**config.mk**
```make
export PLATFORM = sky130hd
export DESIGN_NAME = serial_xcvr
export DESIGN_NICKNAME = d
export VERILOG_FILES = /design/src/rtl/xcvr_pkg.sv /design/src/rtl/xcvr_baud.sv /design/src/rtl/xcvr_tx.sv /design/src/rtl/xcvr_rx.sv /design/src/rtl/serial_xcvr.sv
export SDC_FILE = /design/constraint.sdc
export NUM_CORES = 1
export LEC_CHECK = 0
export BUFFER_PORTS_ARGS = -buffer_cell sky130_fd_sc_hd__buf_2
export CAP_MARGIN = 25
export CORE_MARGIN = 8
export CORE_UTILIZATION = 33
export DETAILED_ROUTE_END_ITERATION = 12
export REMOVE_ABC_BUFFERS = 1
export SLEW_MARGIN = 5
export SYNTH_ARGS = -nofsm -noshare
export SYNTH_HDL_FRONTEND = slang
export SYNTH_HIERARCHICAL = 1
export SYNTH_SLANG_ARGS = --single-unit
```
**constraint.sdc**
```tcl
create_clock -name clk -period 3.6 [get_ports clk]
set_clock_uncertainty 0.2 [all_clocks]
set_input_delay 0.9 -clock clk [delete_from_list [all_inputs] [get_ports clk]]
set_output_delay 0.9 -clock clk [all_outputs]
set_load 0.02 [all_outputs]
```
**src/rtl/xcvr_pkg.sv**
```systemverilog
package xcvr_pkg;

    localparam int OVS = 16;
    localparam logic [4:0] BIT_LAST = 5'(OVS - 1);
    localparam logic [4:0] MID_LAST = 5'(OVS / 2 - 1);

    typedef enum logic [2:0] {
        TX_IDLE, TX_START, TX_DATA, TX_PARITY, TX_STOP
    } tx_state_e;

    typedef enum logic [2:0] {
        RX_IDLE, RX_START, RX_DATA, RX_PARITY, RX_STOP
    } rx_state_e;

    function automatic logic [4:0] stop_last(input logic [1:0] sel);
        case (sel)
            2'd0:    return 5'(OVS - 1);
            2'd1:    return 5'(OVS + OVS / 2 - 1);
            default: return 5'(2 * OVS - 1);
        endcase
    endfunction

    function automatic logic [7:0] len_mask(input logic [1:0] sel);
        return 8'hFF >> (2'd3 - sel);
    endfunction

endpackage

```
**src/rtl/xcvr_baud.sv**
```systemverilog
module xcvr_baud #(
    parameter int DIV_W = 8
) (
    input  logic             clk,
    input  logic             rst_n,
    input  logic [DIV_W-1:0] div,
    output logic             tick
);
    logic [DIV_W-1:0] cnt;

    assign tick = (cnt == '0);

    always_ff @(posedge clk or negedge rst_n) begin
        if (!rst_n)
            cnt <= '0;
        else if (tick)
            cnt <= (div == '0) ? '0 : div - DIV_W'(1);
        else
            cnt <= cnt - DIV_W'(1);
    end
endmodule

```
**src/rtl/xcvr_tx.sv**
```systemverilog
module xcvr_tx
    import xcvr_pkg::*;
(
    input  logic       clk,
    input  logic       rst_n,
    input  logic       tick,
    input  logic [1:0] len_sel,
    input  logic       par_en,
    input  logic       par_odd,
    input  logic [1:0] stop_sel,
    input  logic       thr_full,
    input  logic [7:0] thr_data,
    output logic       take,
    output logic       txd,
    output logic       idle
);
    tx_state_e  state, nxt;
    logic [4:0] cnt;
    logic [7:0] shreg;
    logic [2:0] bitidx;
    logic       par_bit;
    logic [2:0] bit_last;
    logic [4:0] stop_end;
    logic       bit_end;

    assign bit_last = 3'd4 + {1'b0, len_sel};
    assign stop_end = stop_last(stop_sel);
    assign bit_end  = tick && (cnt == BIT_LAST);
    assign take     = tick && thr_full &&
                      ((state == TX_IDLE) || (state == TX_STOP && cnt == stop_end));

    always_comb begin
        nxt = state;
        unique case (state)
            TX_IDLE:   if (tick && thr_full) nxt = TX_START;
            TX_START:  if (bit_end) nxt = TX_DATA;
            TX_DATA:   if (bit_end && bitidx == bit_last) nxt = par_en ? TX_PARITY : TX_STOP;
            TX_PARITY: if (bit_end) nxt = TX_STOP;
            TX_STOP:   if (tick && cnt == stop_end) nxt = thr_full ? TX_START : TX_IDLE;
            default:   nxt = TX_IDLE;
        endcase
    end

    always_ff @(posedge clk or negedge rst_n) begin
        if (!rst_n) state <= TX_IDLE;
        else        state <= nxt;
    end

    always_ff @(posedge clk or negedge rst_n) begin
        if (!rst_n) begin
            cnt     <= '0;
            shreg   <= '0;
            bitidx  <= '0;
            par_bit <= 1'b0;
        end else begin
            if (tick) begin
                if (nxt != state || (state != TX_STOP && cnt == BIT_LAST))
                    cnt <= '0;
                else
                    cnt <= cnt + 5'd1;
            end
            if (take) begin
                shreg   <= thr_data;
                bitidx  <= '0;
                par_bit <= (^(thr_data & len_mask(len_sel))) ^ par_odd;
            end else if (state == TX_DATA && bit_end) begin
                shreg  <= shreg >> 1;
                bitidx <= bitidx + 3'd1;
            end
        end
    end

    always_comb begin
        idle = (state == TX_IDLE);
        unique case (state)
            TX_START:  txd = 1'b0;
            TX_DATA:   txd = shreg[0];
            TX_PARITY: txd = par_bit;
            default:   txd = 1'b1;
        endcase
    end
endmodule

```
**src/rtl/xcvr_rx.sv**
```systemverilog
module xcvr_rx
    import xcvr_pkg::*;
(
    input  logic       clk,
    input  logic       rst_n,
    input  logic       tick,
    input  logic       rxs,
    input  logic [1:0] len_sel,
    input  logic       par_en,
    input  logic       par_odd,
    output logic       done,
    output logic [7:0] data,
    output logic       perr,
    output logic       ferr
);
    rx_state_e  state, nxt;
    logic [4:0] cnt;
    logic [7:0] shreg;
    logic [2:0] bitidx;
    logic       par_acc;
    logic       perr_q;
    logic [2:0] bit_last;
    logic       bit_end;
    logic       mid_hit;

    assign bit_last = 3'd4 + {1'b0, len_sel};
    assign bit_end  = tick && (cnt == BIT_LAST);
    assign mid_hit  = tick && (cnt == MID_LAST);

    always_comb begin
        nxt = state;
        unique case (state)
            RX_IDLE:   if (tick && !rxs) nxt = RX_START;
            RX_START:  if (mid_hit) nxt = rxs ? RX_IDLE : RX_DATA;
            RX_DATA:   if (bit_end && bitidx == bit_last) nxt = par_en ? RX_PARITY : RX_STOP;
            RX_PARITY: if (bit_end) nxt = RX_STOP;
            RX_STOP:   if (bit_end) nxt = RX_IDLE;
            default:   nxt = RX_IDLE;
        endcase
    end

    always_ff @(posedge clk or negedge rst_n) begin
        if (!rst_n) state <= RX_IDLE;
        else        state <= nxt;
    end

    always_ff @(posedge clk or negedge rst_n) begin
        if (!rst_n) begin
            cnt     <= '0;
            shreg   <= '0;
            bitidx  <= '0;
            par_acc <= 1'b0;
            perr_q  <= 1'b0;
            done    <= 1'b0;
            data    <= '0;
            perr    <= 1'b0;
            ferr    <= 1'b0;
        end else begin
            done <= 1'b0;
            if (tick) begin
                if (nxt != state || cnt == BIT_LAST)
                    cnt <= '0;
                else
                    cnt <= cnt + 5'd1;
            end
            unique case (state)
                RX_START: if (mid_hit) begin
                    shreg   <= '0;
                    bitidx  <= '0;
                    par_acc <= 1'b0;
                    perr_q  <= 1'b0;
                end
                RX_DATA: if (bit_end) begin
                    shreg   <= {rxs, shreg[7:1]};
                    bitidx  <= bitidx + 3'd1;
                    par_acc <= par_acc ^ rxs;
                end
                RX_PARITY: if (bit_end) perr_q <= ((par_acc ^ rxs) != par_odd);
                RX_STOP: if (bit_end) begin
                    done <= 1'b1;
                    data <= shreg >> (2'd3 - len_sel);
                    ferr <= !rxs;
                    perr <= perr_q;
                end
                default: ;
            endcase
        end
    end
endmodule

```
**src/rtl/serial_xcvr.sv**
```systemverilog
module serial_xcvr #(
    parameter int DIV_W     = 8,
    parameter int DIV_RESET = 16
) (
    input  logic       clk,
    input  logic       rst_n,
    input  logic       cs,
    input  logic       we,
    input  logic [1:0] addr,
    input  logic [7:0] wdata,
    output logic [7:0] rdata,
    input  logic       rxd,
    output logic       txd
);
    localparam logic [1:0] A_DATA = 2'd0;
    localparam logic [1:0] A_STAT = 2'd1;
    localparam logic [1:0] A_DIV  = 2'd2;

    logic             wr_data, rd_data, wr_ctrl, wr_div;
    logic [1:0]       len_sel, stop_sel;
    logic             par_en, par_odd;
    logic [DIV_W-1:0] div_q;
    logic             tick;
    logic [7:0]       thr;
    logic             thr_full, take, tx_idle;
    logic [1:0]       rx_sync;
    logic             rx_done, rx_perr, rx_ferr;
    logic [7:0]       rx_data, rbr;
    logic             rx_ready, perr_f, ferr_f, ovr;
    logic [7:0]       status;

    assign wr_data = cs && we  && addr == A_DATA;
    assign rd_data = cs && !we && addr == A_DATA;
    assign wr_ctrl = cs && we  && addr == A_STAT;
    assign wr_div  = cs && we  && addr == A_DIV;

    always_ff @(posedge clk or negedge rst_n) begin
        if (!rst_n) begin
            len_sel  <= 2'd3;
            par_en   <= 1'b0;
            par_odd  <= 1'b0;
            stop_sel <= 2'd0;
            div_q    <= DIV_W'(DIV_RESET);
        end else begin
            if (wr_ctrl) begin
                len_sel  <= wdata[1:0];
                par_en   <= wdata[2];
                par_odd  <= wdata[3];
                stop_sel <= wdata[5:4];
            end
            if (wr_div) div_q <= wdata[DIV_W-1:0];
        end
    end

    xcvr_baud #(.DIV_W(DIV_W)) u_baud (
        .clk(clk), .rst_n(rst_n), .div(div_q), .tick(tick)
    );

    always_ff @(posedge clk or negedge rst_n) begin
        if (!rst_n) begin
            thr      <= '0;
            thr_full <= 1'b0;
        end else if (wr_data) begin
            thr      <= wdata;
            thr_full <= 1'b1;
        end else if (take) begin
            thr_full <= 1'b0;
        end
    end

    xcvr_tx u_tx (
        .clk(clk), .rst_n(rst_n), .tick(tick),
        .len_sel(len_sel), .par_en(par_en), .par_odd(par_odd), .stop_sel(stop_sel),
        .thr_full(thr_full), .thr_data(thr),
        .take(take), .txd(txd), .idle(tx_idle)
    );

    always_ff @(posedge clk or negedge rst_n) begin
        if (!rst_n) rx_sync <= 2'b11;
        else        rx_sync <= {rx_sync[0], rxd};
    end

    xcvr_rx u_rx (
        .clk(clk), .rst_n(rst_n), .tick(tick), .rxs(rx_sync[1]),
        .len_sel(len_sel), .par_en(par_en), .par_odd(par_odd),
        .done(rx_done), .data(rx_data), .perr(rx_perr), .ferr(rx_ferr)
    );

    always_ff @(posedge clk or negedge rst_n) begin
        if (!rst_n) begin
            rbr      <= '0;
            rx_ready <= 1'b0;
            perr_f   <= 1'b0;
            ferr_f   <= 1'b0;
            ovr      <= 1'b0;
        end else if (rx_done) begin
            rbr      <= rx_data;
            rx_ready <= 1'b1;
            perr_f   <= rx_perr;
            ferr_f   <= rx_ferr;
            ovr      <= (ovr || rx_ready) && !rd_data;
        end else if (rd_data) begin
            rx_ready <= 1'b0;
            perr_f   <= 1'b0;
            ferr_f   <= 1'b0;
            ovr      <= 1'b0;
        end
    end

    assign status = {3'b000, ovr, ferr_f, perr_f, rx_ready, !thr_full};

    always_comb begin
        case (addr)
            A_DATA:  rdata = rbr;
            A_STAT:  rdata = status;
            A_DIV:   rdata = 8'(div_q);
            default: rdata = 8'h00;
        endcase
    end
endmodule

```
==> summary.txt <==
GRT
  – Global Route Usage Sum: 0.1093
  – Grt peak-use layer: met2
  – First-pass GRT wire length: around 18,000 µm
  – Vias in the first global route: 3,514
  – M1 GR Usage: 0.1430
  – Pin count of the biggest net entering global routing: 54
  – Met2 usage: 0.1725
  – Antenna violations before repair: 0
  – Overflow after GRT: 0
  – M3 GR Usage: 0.03454

Logic synthesis
  – Cells after synthesis: 465
  – Synthesized area: 5021 µm²
  – Number of synthesis warnings: 6
  – Synth Area per Inst: between 10 and 15 µm²

STA
  – RSZ-0062 raised after global routing: false
  – Fin crit share: 0.8381
  – Final min period: 3017 ps
  – Final hold violation count: 0
  – Max Fclk: 0.3314 GHz
  – Max_slew headroom: 0.5395
  – Slew @ Worst Pin: 690.7 ps
  – Final setup viols: 0
  – Slew Viols, Final: 0

Final layout
  – Area Growth Syn to Fin: 12.38%
  – Core Util, Final: 0.3754
  – # diodes: 0
  – Commonest non-fill, non-tap cell in the layout: dfrtp_1
  – Most frequent cells in the layout: dfrtp_1 (92), nand2_1 (49), mux2_2 (38)
  – Final #Nets: between 500 and 600
  – Final non-filler cell area: about 5600 µm²
  – Fraction of layout cells with a size suffix above 1: 0.2122

Floorplanning
  – Die width: between 100 and 150 µm
  – Die area: 19,420 µm²
  – Core area: between 15,000 and 20,000 µm²
  – Initial core utilization: 0.3340
  – Top Ports: 24
  – Num rows: 45
  – Height of the die: ~140 µm

Min path
  – Hold Path Stages: 0
  – Hold Path Class: reg -> reg

Placed design
  – Buffers on Ports: 23
  – Dpl cell area: ~5300 µm²
  – Routability cong.: 0.7906
  – DP HPWL: 7300 µm

Power and ir drop
  – LEAKAGE: ~2.5 nW
  – Total power: approximately 2.9 mW
  – P per Cell Area: around 510 nW/µm²
  – Maximum vdd ir drop: around 0.00024 V

CTS
  – Skew-Pair Late Insertion Delay: between 300 and 400 ps
  – Post-CTS Repair Setup Buffers: 0
  – Clk sinks: 97
  – CTS tree: yes
  – Hold-fix buffers, CTS: 0
  – Clk pin slew, worst setup/hold paths: approximately 70 ps
  – CTS Buf Count: 9
  – CTS root buf: clkbuf_16
  – Post-CTS resize count: 0
  – Max Root-Sink Buffers: 2
  – H-tree depth: 3

Detailed routing
  – Initial drt markers: around 150
  – DRC: 0
  – Pre-Repair DR Iteration Count: 4
  – Vias per cell: approximately 5.1
  – Total number of vias: 3,472
  – Routed Antenna Nets: 0
  – Routed WL: 10,070 µm
  – Average wire per standard cell: between 10 and 15 µm

Job
  – Maxcap violations: 0

Status
  – Status: finished clean

Critical path
  – CP arrival: between 3000 and 4000 ps
  – Crit-path max FO: 9
  – Crit start category: flop
  – R2R depth: 10
  – WP data required: about 3600 ps
  – Category of the most critical setup path: reg -> reg
  – Worst setup EP type: flop
==> metrics by stage <==
stage / setup slack, ps / std cells / hold WS [ps] / TNS, ps
after global placement: 710.3 / 662 / 147.8 / 0
final: 582.7 / 678 / 156.8 / 0
after CTS: 599.3 / 678 / 156.7 / 0
after floorplan: -5.428 / 446 / 145.2 / -5.428
after detailed placement: 629.9 / 662 / 147.8 / 0
after global routing: 370.8 / 678 / 160.3 / 0
==> routing by layer <==
metal,vias up,share of wire
met2,64,0.47
met1,1709,0.47
met4,0,0.011
met3,7,0.046
li1,1692,-
met5,-,0
==> registers in the layout, summed over array words and instances (netlist names), 2 cells and up <==
name / flops
u_rx/state: 3
u_tx/shreg: 8
u_tx/cnt: 5
u_baud/cnt: 8
thr: 8
u_tx/state: 3
u_rx/bitidx: 3
rx_sync: 2
u_rx/shreg: 8
len_sel: 2
u_rx/data: 8
stop_sel: 2
u_rx/cnt: 5
div_q: 8
u_tx/bitidx: 3
rbr: 8
==> critical path, cell delays in order, from the launching register on <==
cell and delay (ps):
dfrtp_1 400, inv_1 90, ha_1 160, nor4b_4 250, and2_1 490, nand2_1 210
nor4_4 200, a31oi_1 190, a221oi_4 360, nor3_1 80, mux2_2 260
==> where the power goes <==
| part | switching, mW | internal, mW | leakage (nW) |
|---|---|---|---|
| Sequential | 0.168 | 1.23 | 1.26 |
| Combinational | 0.246 | 0.277 | 1.14 |
| Clock | 0.426 | 0.548 | 0.141 |
| Total | 0.840 | 2.05 | 2.54 |
==> final timing paths <==
path	startpoint	end	slack [ps]
setup / recovery	u_baud/cnt[0]	u_tx/cnt[0]	580
hold / removal	rx_sync[0]	rx_sync[1]	160
setup reg to reg	u_baud/cnt[0]	u_tx/cnt[0]	580
hold reg to reg	rx_sync[0]	rx_sync[1]	160
max in group asynchronous	rst_n	len_sel[0]	2060
min in group asynchronous	rst_n	u_tx/cnt[1]	410
==> final cells by class <==
class                      count  area (µm²)
clock buffer                  10       229.0
timing repair buffer          28       180.2
clock inverter                 6       73.82
multi-input combinational    324        2397
inverter                      25       93.84
fill                        1441        9390
sequential                    97        2434
tap                          188       235.2
Power figures use the tool's default switching activity.
